<file path="src/rtl/fdma_pkg.sv">
package fdma_pkg;
  localparam int CTL_RST  = 0;
  localparam int CTL_RUN  = 1;
  localparam int CTL_IE   = 3;
  localparam int CTL_DIR  = 6;
  localparam int CTL_FLAG = 7;

  function automatic logic [7:0] pack_status(logic flag, logic dir, logic ie, logic run);
    logic [7:0] s;
    s = '0;
    s[CTL_FLAG] = flag;
    s[CTL_DIR]  = dir;
    s[CTL_IE]   = ie;
    s[CTL_RUN]  = run;
    return s;
  endfunction
endpackage

</file>
<file path="src/rtl/fdma_regfile.sv">
module fdma_regfile #(
  parameter int          ADDR_W  = 32,
  parameter int          CNT_W   = 16,
  parameter int          REG_AW  = 4,
  parameter logic [31:0] RST_OFS = 32'h0001_5000
) (
  input  logic              clk_i,
  input  logic              rst_ni,
  input  logic              we_i,
  input  logic [REG_AW-1:0] addr_i,
  input  logic [7:0]        wdata_i,
  input  logic              rst_cmd_i,
  input  logic [CNT_W-1:0]  wk_cnt_i,
  input  logic [7:0]        status_i,
  output logic [ADDR_W-1:0] base_o,
  output logic [ADDR_W-1:0] ptr_o,
  output logic [CNT_W-1:0]  cnt_o,
  output logic [7:0]        rdata_o
);
  localparam int AB       = ADDR_W / 8;
  localparam int CB       = CNT_W / 8;
  localparam int BASE_OFS = 0;
  localparam int PTR_OFS  = AB;
  localparam int CNT_OFS  = 2 * AB;
  localparam int CTL_OFS  = 2 * AB + CB;

  logic [ADDR_W-1:0] base_q, ptr_q;
  logic [CNT_W-1:0]  cnt_q;

  always_ff @(posedge clk_i or negedge rst_ni) begin
    if (!rst_ni) begin
      base_q <= '0;
      ptr_q  <= '0;
      cnt_q  <= '0;
    end else begin
      for (int i = 0; i < AB; i++) begin
        if (we_i && addr_i == REG_AW'(BASE_OFS + i)) base_q[(AB-1-i)*8 +: 8] <= wdata_i;
        if (we_i && addr_i == REG_AW'(PTR_OFS + i))  ptr_q[(AB-1-i)*8 +: 8]  <= wdata_i;
      end
      for (int i = 0; i < CB; i++)
        if (we_i && addr_i == REG_AW'(CNT_OFS + i)) cnt_q[(CB-1-i)*8 +: 8] <= wdata_i;
      if (rst_cmd_i) ptr_q <= base_q + ADDR_W'(RST_OFS);
    end
  end

  always_comb begin
    rdata_o = '0;
    for (int i = 0; i < AB; i++) begin
      if (addr_i == REG_AW'(BASE_OFS + i)) rdata_o = base_q[(AB-1-i)*8 +: 8];
      if (addr_i == REG_AW'(PTR_OFS + i))  rdata_o = ptr_q[(AB-1-i)*8 +: 8];
    end
    for (int i = 0; i < CB; i++)
      if (addr_i == REG_AW'(CNT_OFS + i)) rdata_o = wk_cnt_i[(CB-1-i)*8 +: 8];
    if (addr_i == REG_AW'(CTL_OFS)) rdata_o = status_i;
  end

  assign base_o = base_q;
  assign ptr_o  = ptr_q;
  assign cnt_o  = cnt_q;
endmodule

</file>
<file path="src/rtl/fdma_ctrl.sv">
module fdma_ctrl
  import fdma_pkg::*;
(
  input  logic       clk_i,
  input  logic       rst_ni,
  input  logic       ctl_we_i,
  input  logic [7:0] wdata_i,
  input  logic       done_i,
  output logic       run_o,
  output logic       ie_o,
  output logic       dir_o,
  output logic       flag_o,
  output logic       rst_cmd_o,
  output logic       run_cmd_o,
  output logic [7:0] status_o
);
  logic run_q, ie_q, dir_q, flag_q;

  assign rst_cmd_o = ctl_we_i && wdata_i[CTL_RST];
  assign run_cmd_o = ctl_we_i && wdata_i[CTL_RUN];

  always_ff @(posedge clk_i or negedge rst_ni) begin
    if (!rst_ni) begin
      run_q  <= 1'b0;
      ie_q   <= 1'b0;
      dir_q  <= 1'b0;
      flag_q <= 1'b0;
    end else begin
      if (ctl_we_i) begin
        run_q <= wdata_i[CTL_RUN];
        ie_q  <= wdata_i[CTL_IE];
        dir_q <= wdata_i[CTL_DIR];
      end
      // completion wins over a same-cycle clear so no event is lost
      if (done_i) flag_q <= 1'b1;
      else if (ctl_we_i && (wdata_i[CTL_FLAG] || wdata_i[CTL_RST])) flag_q <= 1'b0;
    end
  end

  assign run_o    = run_q;
  assign ie_o     = ie_q;
  assign dir_o    = dir_q;
  assign flag_o   = flag_q;
  assign status_o = pack_status(flag_q, dir_q, ie_q, run_q);
endmodule

</file>
<file path="src/rtl/fdma_xfer.sv">
module fdma_xfer #(
  parameter int ADDR_W = 32,
  parameter int CNT_W  = 16
) (
  input  logic              clk_i,
  input  logic              rst_ni,
  input  logic              rst_cmd_i,
  input  logic              run_cmd_i,
  input  logic [ADDR_W-1:0] load_addr_i,
  input  logic [CNT_W-1:0]  load_cnt_i,
  input  logic              run_i,
  input  logic              dir_i,
  input  logic              in_valid_i,
  input  logic [7:0]        in_data_i,
  output logic              in_ready_o,
  output logic              mem_we_o,
  output logic [ADDR_W-1:0] mem_addr_o,
  output logic [7:0]        mem_data_o,
  output logic [CNT_W-1:0]  wk_cnt_o,
  output logic              done_o
);
  logic [ADDR_W-1:0] wk_addr_q;
  logic [CNT_W-1:0]  wk_cnt_q;
  logic              accept;

  assign in_ready_o = run_i && !dir_i && (wk_cnt_q != '0);
  assign accept     = in_valid_i && in_ready_o;
  assign done_o     = accept && (wk_cnt_q == CNT_W'(1));

  always_ff @(posedge clk_i or negedge rst_ni) begin
    if (!rst_ni) begin
      wk_addr_q <= '0;
      wk_cnt_q  <= '0;
    end else if (run_cmd_i) begin
      wk_addr_q <= load_addr_i;
      wk_cnt_q  <= load_cnt_i;
    end else if (rst_cmd_i) begin
      wk_addr_q <= load_addr_i;
      wk_cnt_q  <= '0;
    end else if (accept) begin
      wk_addr_q <= wk_addr_q + ADDR_W'(1);
      wk_cnt_q  <= wk_cnt_q - CNT_W'(1);
    end
  end

  always_ff @(posedge clk_i or negedge rst_ni) begin
    if (!rst_ni) begin
      mem_we_o   <= 1'b0;
      mem_addr_o <= '0;
      mem_data_o <= '0;
    end else begin
      mem_we_o <= accept;
      if (accept) begin
        mem_addr_o <= wk_addr_q;
        mem_data_o <= in_data_i;
      end
    end
  end

  assign wk_cnt_o = wk_cnt_q;
endmodule

</file>
<file path="src/rtl/floppy_dma_chan.sv">
module floppy_dma_chan #(
  parameter int          ADDR_W  = 32,
  parameter int          CNT_W   = 16,
  parameter int          REG_AW  = 4,
  parameter logic [31:0] RST_OFS = 32'h0001_5000
) (
  input  logic              clk_i,
  input  logic              rst_ni,
  input  logic              reg_we_i,
  input  logic [REG_AW-1:0] reg_addr_i,
  input  logic [7:0]        reg_wdata_i,
  output logic [7:0]        reg_rdata_o,
  input  logic              in_valid_i,
  input  logic [7:0]        in_data_i,
  output logic              in_ready_o,
  output logic              mem_we_o,
  output logic [ADDR_W-1:0] mem_addr_o,
  output logic [7:0]        mem_data_o,
  output logic              irq_o
);
  localparam int CTL_OFS = 2 * (ADDR_W / 8) + CNT_W / 8;

  logic [ADDR_W-1:0] base_w, ptr_w, load_addr_w;
  logic [CNT_W-1:0]  cnt_w, wk_cnt_w;
  logic [7:0]        status_w;
  logic              ctl_we_w, rst_cmd_w, run_cmd_w, done_w;
  logic              run_w, ie_w, dir_w, flag_w;

  assign ctl_we_w    = reg_we_i && reg_addr_i == REG_AW'(CTL_OFS);
  assign load_addr_w = rst_cmd_w ? base_w + ADDR_W'(RST_OFS) : ptr_w;
  assign irq_o       = flag_w && ie_w;

  fdma_regfile #(.ADDR_W(ADDR_W), .CNT_W(CNT_W), .REG_AW(REG_AW), .RST_OFS(RST_OFS)) u_regs (
    .clk_i(clk_i), .rst_ni(rst_ni), .we_i(reg_we_i), .addr_i(reg_addr_i),
    .wdata_i(reg_wdata_i), .rst_cmd_i(rst_cmd_w), .wk_cnt_i(wk_cnt_w),
    .status_i(status_w), .base_o(base_w), .ptr_o(ptr_w), .cnt_o(cnt_w),
    .rdata_o(reg_rdata_o)
  );

  fdma_ctrl u_ctrl (
    .clk_i(clk_i), .rst_ni(rst_ni), .ctl_we_i(ctl_we_w), .wdata_i(reg_wdata_i),
    .done_i(done_w), .run_o(run_w), .ie_o(ie_w), .dir_o(dir_w), .flag_o(flag_w),
    .rst_cmd_o(rst_cmd_w), .run_cmd_o(run_cmd_w), .status_o(status_w)
  );

  fdma_xfer #(.ADDR_W(ADDR_W), .CNT_W(CNT_W)) u_xfer (
    .clk_i(clk_i), .rst_ni(rst_ni), .rst_cmd_i(rst_cmd_w), .run_cmd_i(run_cmd_w),
    .load_addr_i(load_addr_w), .load_cnt_i(cnt_w), .run_i(run_w), .dir_i(dir_w),
    .in_valid_i(in_valid_i), .in_data_i(in_data_i), .in_ready_o(in_ready_o),
    .mem_we_o(mem_we_o), .mem_addr_o(mem_addr_o), .mem_data_o(mem_data_o),
    .wk_cnt_o(wk_cnt_w), .done_o(done_w)
  );
endmodule

</file>
<file path="config.mk">
export PLATFORM = sky130hd
export DESIGN_NAME = floppy_dma_chan
export DESIGN_NICKNAME = d
export VERILOG_FILES = /design/src/rtl/fdma_pkg.sv /design/src/rtl/fdma_regfile.sv /design/src/rtl/fdma_ctrl.sv /design/src/rtl/fdma_xfer.sv /design/src/rtl/floppy_dma_chan.sv
export SDC_FILE = /design/constraint.sdc
export NUM_CORES = 1
export LEC_CHECK = 0
export BUFFER_PORTS_ARGS = -buffer_cell sky130_fd_sc_hd__buf_2
export CAP_MARGIN = 0
export CORE_UTILIZATION = 45
export CTS_BUF_LIST = sky130_fd_sc_hd__clkbuf_2
export DETAILED_ROUTE_END_ITERATION = 12
export MAX_ROUTING_LAYER = met4
export SLEW_MARGIN = 5
export SYNTH_ARGS = -nofsm -noshare
export SYNTH_HDL_FRONTEND = slang
export SYNTH_HIERARCHICAL = 1
export SYNTH_SLANG_ARGS = --single-unit
export TNS_END_PERCENT = 20
</file>
<file path="constraint.sdc">
create_clock -name clk_i -period 2.7 [get_ports clk_i]
set_clock_uncertainty 0.15 [all_clocks]
set_input_delay 0.27 -clock clk_i [delete_from_list [all_inputs] [get_ports clk_i]]
set_output_delay 0.27 -clock clk_i [all_outputs]
set_load 0.01 [all_outputs]
</file>
==> flow_metrics.tcl <==
set metrics [dict create \
    netlist_instances 1109 \
    cts_tree "done" \
    stdcell_area_um2 11900 \
    area_growth_pct 16.9 \
    viasPerCell 5.90 \
    insertion_delay_ns 0.76 \
    fin_tns_setup_ns -0.00868 \
    clock-root-buffer "clkbuf_2" \
    final_nets 1255 \
    clock_power_share 0.177 \
    design.core.area_um2 22000 \
    grt_pass1_vias 8395 \
    drive_above_1_share 0.254 \
    grt_antenna_before_repair 1 \
    total_power_mw 9.23 \
    synth_seq_area_share 0.425 \
    p_int_mw 5.66 \
    place.gp.congestion 0.876 \
    final.period_utilization 1.00 \
    synth_cell_types 78 \
    dpl_cell_area_um2 11100 \
    layout.area.seq_um2 4350 \
    synth.avg_cell_area_um2 9.18 \
    cp_data_arrival_time_ns 2.29 \
    setup_ws_ns -0.00868 \
    sw_frac_of_total 0.386 \
    synth_seq_cells 173 \
    clkSinkCount 173 \
    end_kind "output port" \
    dieArea_um2 23200 \
    critPathKind "reg -> out" \
    hold_viol 0 \
    async_flop_share 1.00 \
    grt_max_degree 67 \
    io_buffers 74 \
    layout_common_cells "nand2_1 (196), dfrtp_1 (157), buf_2 (72)" \
    die_x_um 152 \
    synth_ff_type "dfrtp_1" \
    maxSlewViolCount 0 \
    violations "DRC, setup timing" \
    final_common_cell "nand2_1" \
    dr.pass1.iters 10 \
    status "finished with violations" \
    drtAntennaViolNets 0 \
    drc 11 \
    num_rows 54 \
    dieHeight_um 152 \
    grt_pass1_wl_um 48300 \
    pre_cts_slack_ns 0.164 \
    path_max_fanout 2 \
    rsz0062_at_grt "yes" \
    ir_drop_mv 0.270 \
    clk_pin_slew_ns 0.28 \
    start_util 0.462 \
    sequentialPowerShare 0.463 \
    relSlewSlack 0.572 \
    cts_buffers 17 \
    wl_per_cell_um 19.9 \
    grt_overflow 0 \
    hold_class "in -> reg" \
    fillers 2069 \
    drv_cap 0 \
    syn_area_um2 10200 \
    finalCriticalPeriod_ns 2.71 \
    hpwl_um 21300 \
    drtIter0Drc 748 \
    synth_warnings 6 \
    vias 8967 \
    wirelength_um 30300 \
    synth_edf_count 0 \
    crit_path_start_kind "flip-flop" \
    multi_input_comb_area_um2 5510 \
    htreeDepth 4 \
    grtUsageTotal 0.274 \
    io_pins 75 \
    p_sw_mw 3.57 \
    fmax_mhz 369 \
    worstPathRequired_ns 2.28 \
    clockBufferDepth 2 \
    combinationalPowerShare 0.360 \
    power_leakage_nw 5.01 \
    worst_pin_slew_ns 0.641 \
    p_per_area_nw_per_um2 776 \
    holdWs_ns 0.0496 \
    setup_viol 1 \
]
==> what timing repair did <==
action / CTS / global route
gates resized for setup: 30 / 15
cloned: 0 / 0
hold buffers: 23 / 0
endpoints found under the hold margin: 267 / 0
setup endpoints to repair: 8 / 11
pin swaps: 2 / 3
setup buffers: 11 / 7
==> flip-flops by register name, indices dropped and copies added (netlist names) <==
register,flops
u_regs/cnt_o,16
u_xfer/wk_cnt_o,16
u_ctrl/run_o,1
u_ctrl/flag_o,1
u_ctrl/ie_o,1
u_xfer/wk_addr_q,32
u_regs/base_o,32
u_regs/ptr_o,32
u_xfer/mem_data_o,8
u_xfer/mem_addr_o,32
u_ctrl/dir_o,1
u_xfer/mem_we_o,1
==> cell type report <==
cell class	count	share of cell area
inverter	22	0.00694
clock inverter	12	0.0163
sequential	173	0.366
multi-input combinational	835	0.463
antenna	1	0.000210
clock buffer	19	0.00799
tap	280	0.0294
timing repair buffer	177	0.110
==> cell usage after synthesis, types with 6 or more instances <==
master	count	area share
nand2_1	197	0.073
o31ai_1	15	0.011
nor2b_1	11	0.0068
o22ai_1	12	0.0074
a21oi_1	28	0.014
and3_1	17	0.010
nand2b_1	9	0.0055
dfrtp_1	173	0.43
and2_1	13	0.0080
nor4b_1	6	0.0052
nor2_1	63	0.023
o21ai_0	67	0.033
nand4_1	19	0.012
inv_1	21	0.0077
or4_1	16	0.012
o21a_1	6	0.0044
buf_2	31	0.015
a31oi_1	30	0.018
a211oi_1	10	0.0074
nand3_1	22	0.011
nor4_1	13	0.0080
or3_1	6	0.0037
xnor2_1	38	0.033
nor3_1	18	0.0088
mux2_2	66	0.073
mux2i_1	42	0.041
clkbuf_1	37	0.014
buf_4	8	0.0059
xor2_1	13	0.011
==> path summary, 6_finish.rpt <==
kind	start	endpoint	slack (ns)	cells past startpoint
max in group asynchronous	rst_ni	u_regs/base_o[14]	1.57	4
hold reg to reg	u_regs/cnt_o[4]	u_xfer/wk_cnt_o[4]	0.33	2
setup reg to reg	u_xfer/wk_addr_q[3]	u_xfer/wk_addr_q[21]	0.16	5
hold / removal	in_data_i[4]	u_xfer/mem_data_o[4]	0.05	4
min in group asynchronous	rst_ni	u_xfer/wk_addr_q[1]	0.41	4
setup / recovery	u_xfer/wk_cnt_o[1]	in_ready_o	-0.009	7
==> power by group through the flow <==
stage | clock network [mW] | logic, mW | registers (mW)
finish | 1.63 | 3.32 | 4.28
global route | 1.77 | 3.65 | 4.40
CTS | 1.66 | 3.22 | 4.26
detailed placement | 0 | 2.98 | 4.35
global placement | 0 | 2.95 | 4.34
floorplan | 0 | 1.81 | 4.25
==> cells by family (layout without fill, tap and decap cells) <==
logic type / count (synthesis) / after routing / share of synthesized area
XOR/XNOR: 51 / 51 / 0.0439
multiplexers: 115 / 115 / 0.127
buffers and inverters: 104 / 230 / 0.0460
AO/OA/AOI/OAI: 220 / 220 / 0.140
flip-flops: 173 / 173 / 0.425
other: 1 / 5 / 0.000368
adder cells (fa/ha/maj): 5 / 5 / 0.00615
AND/OR/NAND/NOR: 440 / 440 / 0.212
==> routing by layer <==
| metal | up-vias | wire (µm) | GRT usage |
|---|---|---|---|
| met4 | 0 | 481 | 0.0690 |
| met5 | - | 0 | - |
| li1 | 4208 | - | - |
| met2 | 350 | 13200 | 0.391 |
| met3 | 33 | 2050 | 0.0469 |
| met1 | 4376 | 14500 | 0.401 |
==> metrics by stage <==
stage | std cells | util
global route | 1519 | 0.540
detailed placement | 1446 | 0.503
global placement | 1446 | 0.503
finish | 1519 | 0.540
floorplan | 1112 | -
CTS | 1511 | 0.535
==> worst max-delay path, stage by stage, from the launching register on <==
cell     delay [ns]
dfrtp_1        0.46
inv_2          0.09
ha_4           0.13
nor4b_4        0.21
nand4_1        0.21
buf_6          0.18
and2_4         0.15
buf_6          0.11
(Power assumes the default switching activity.)
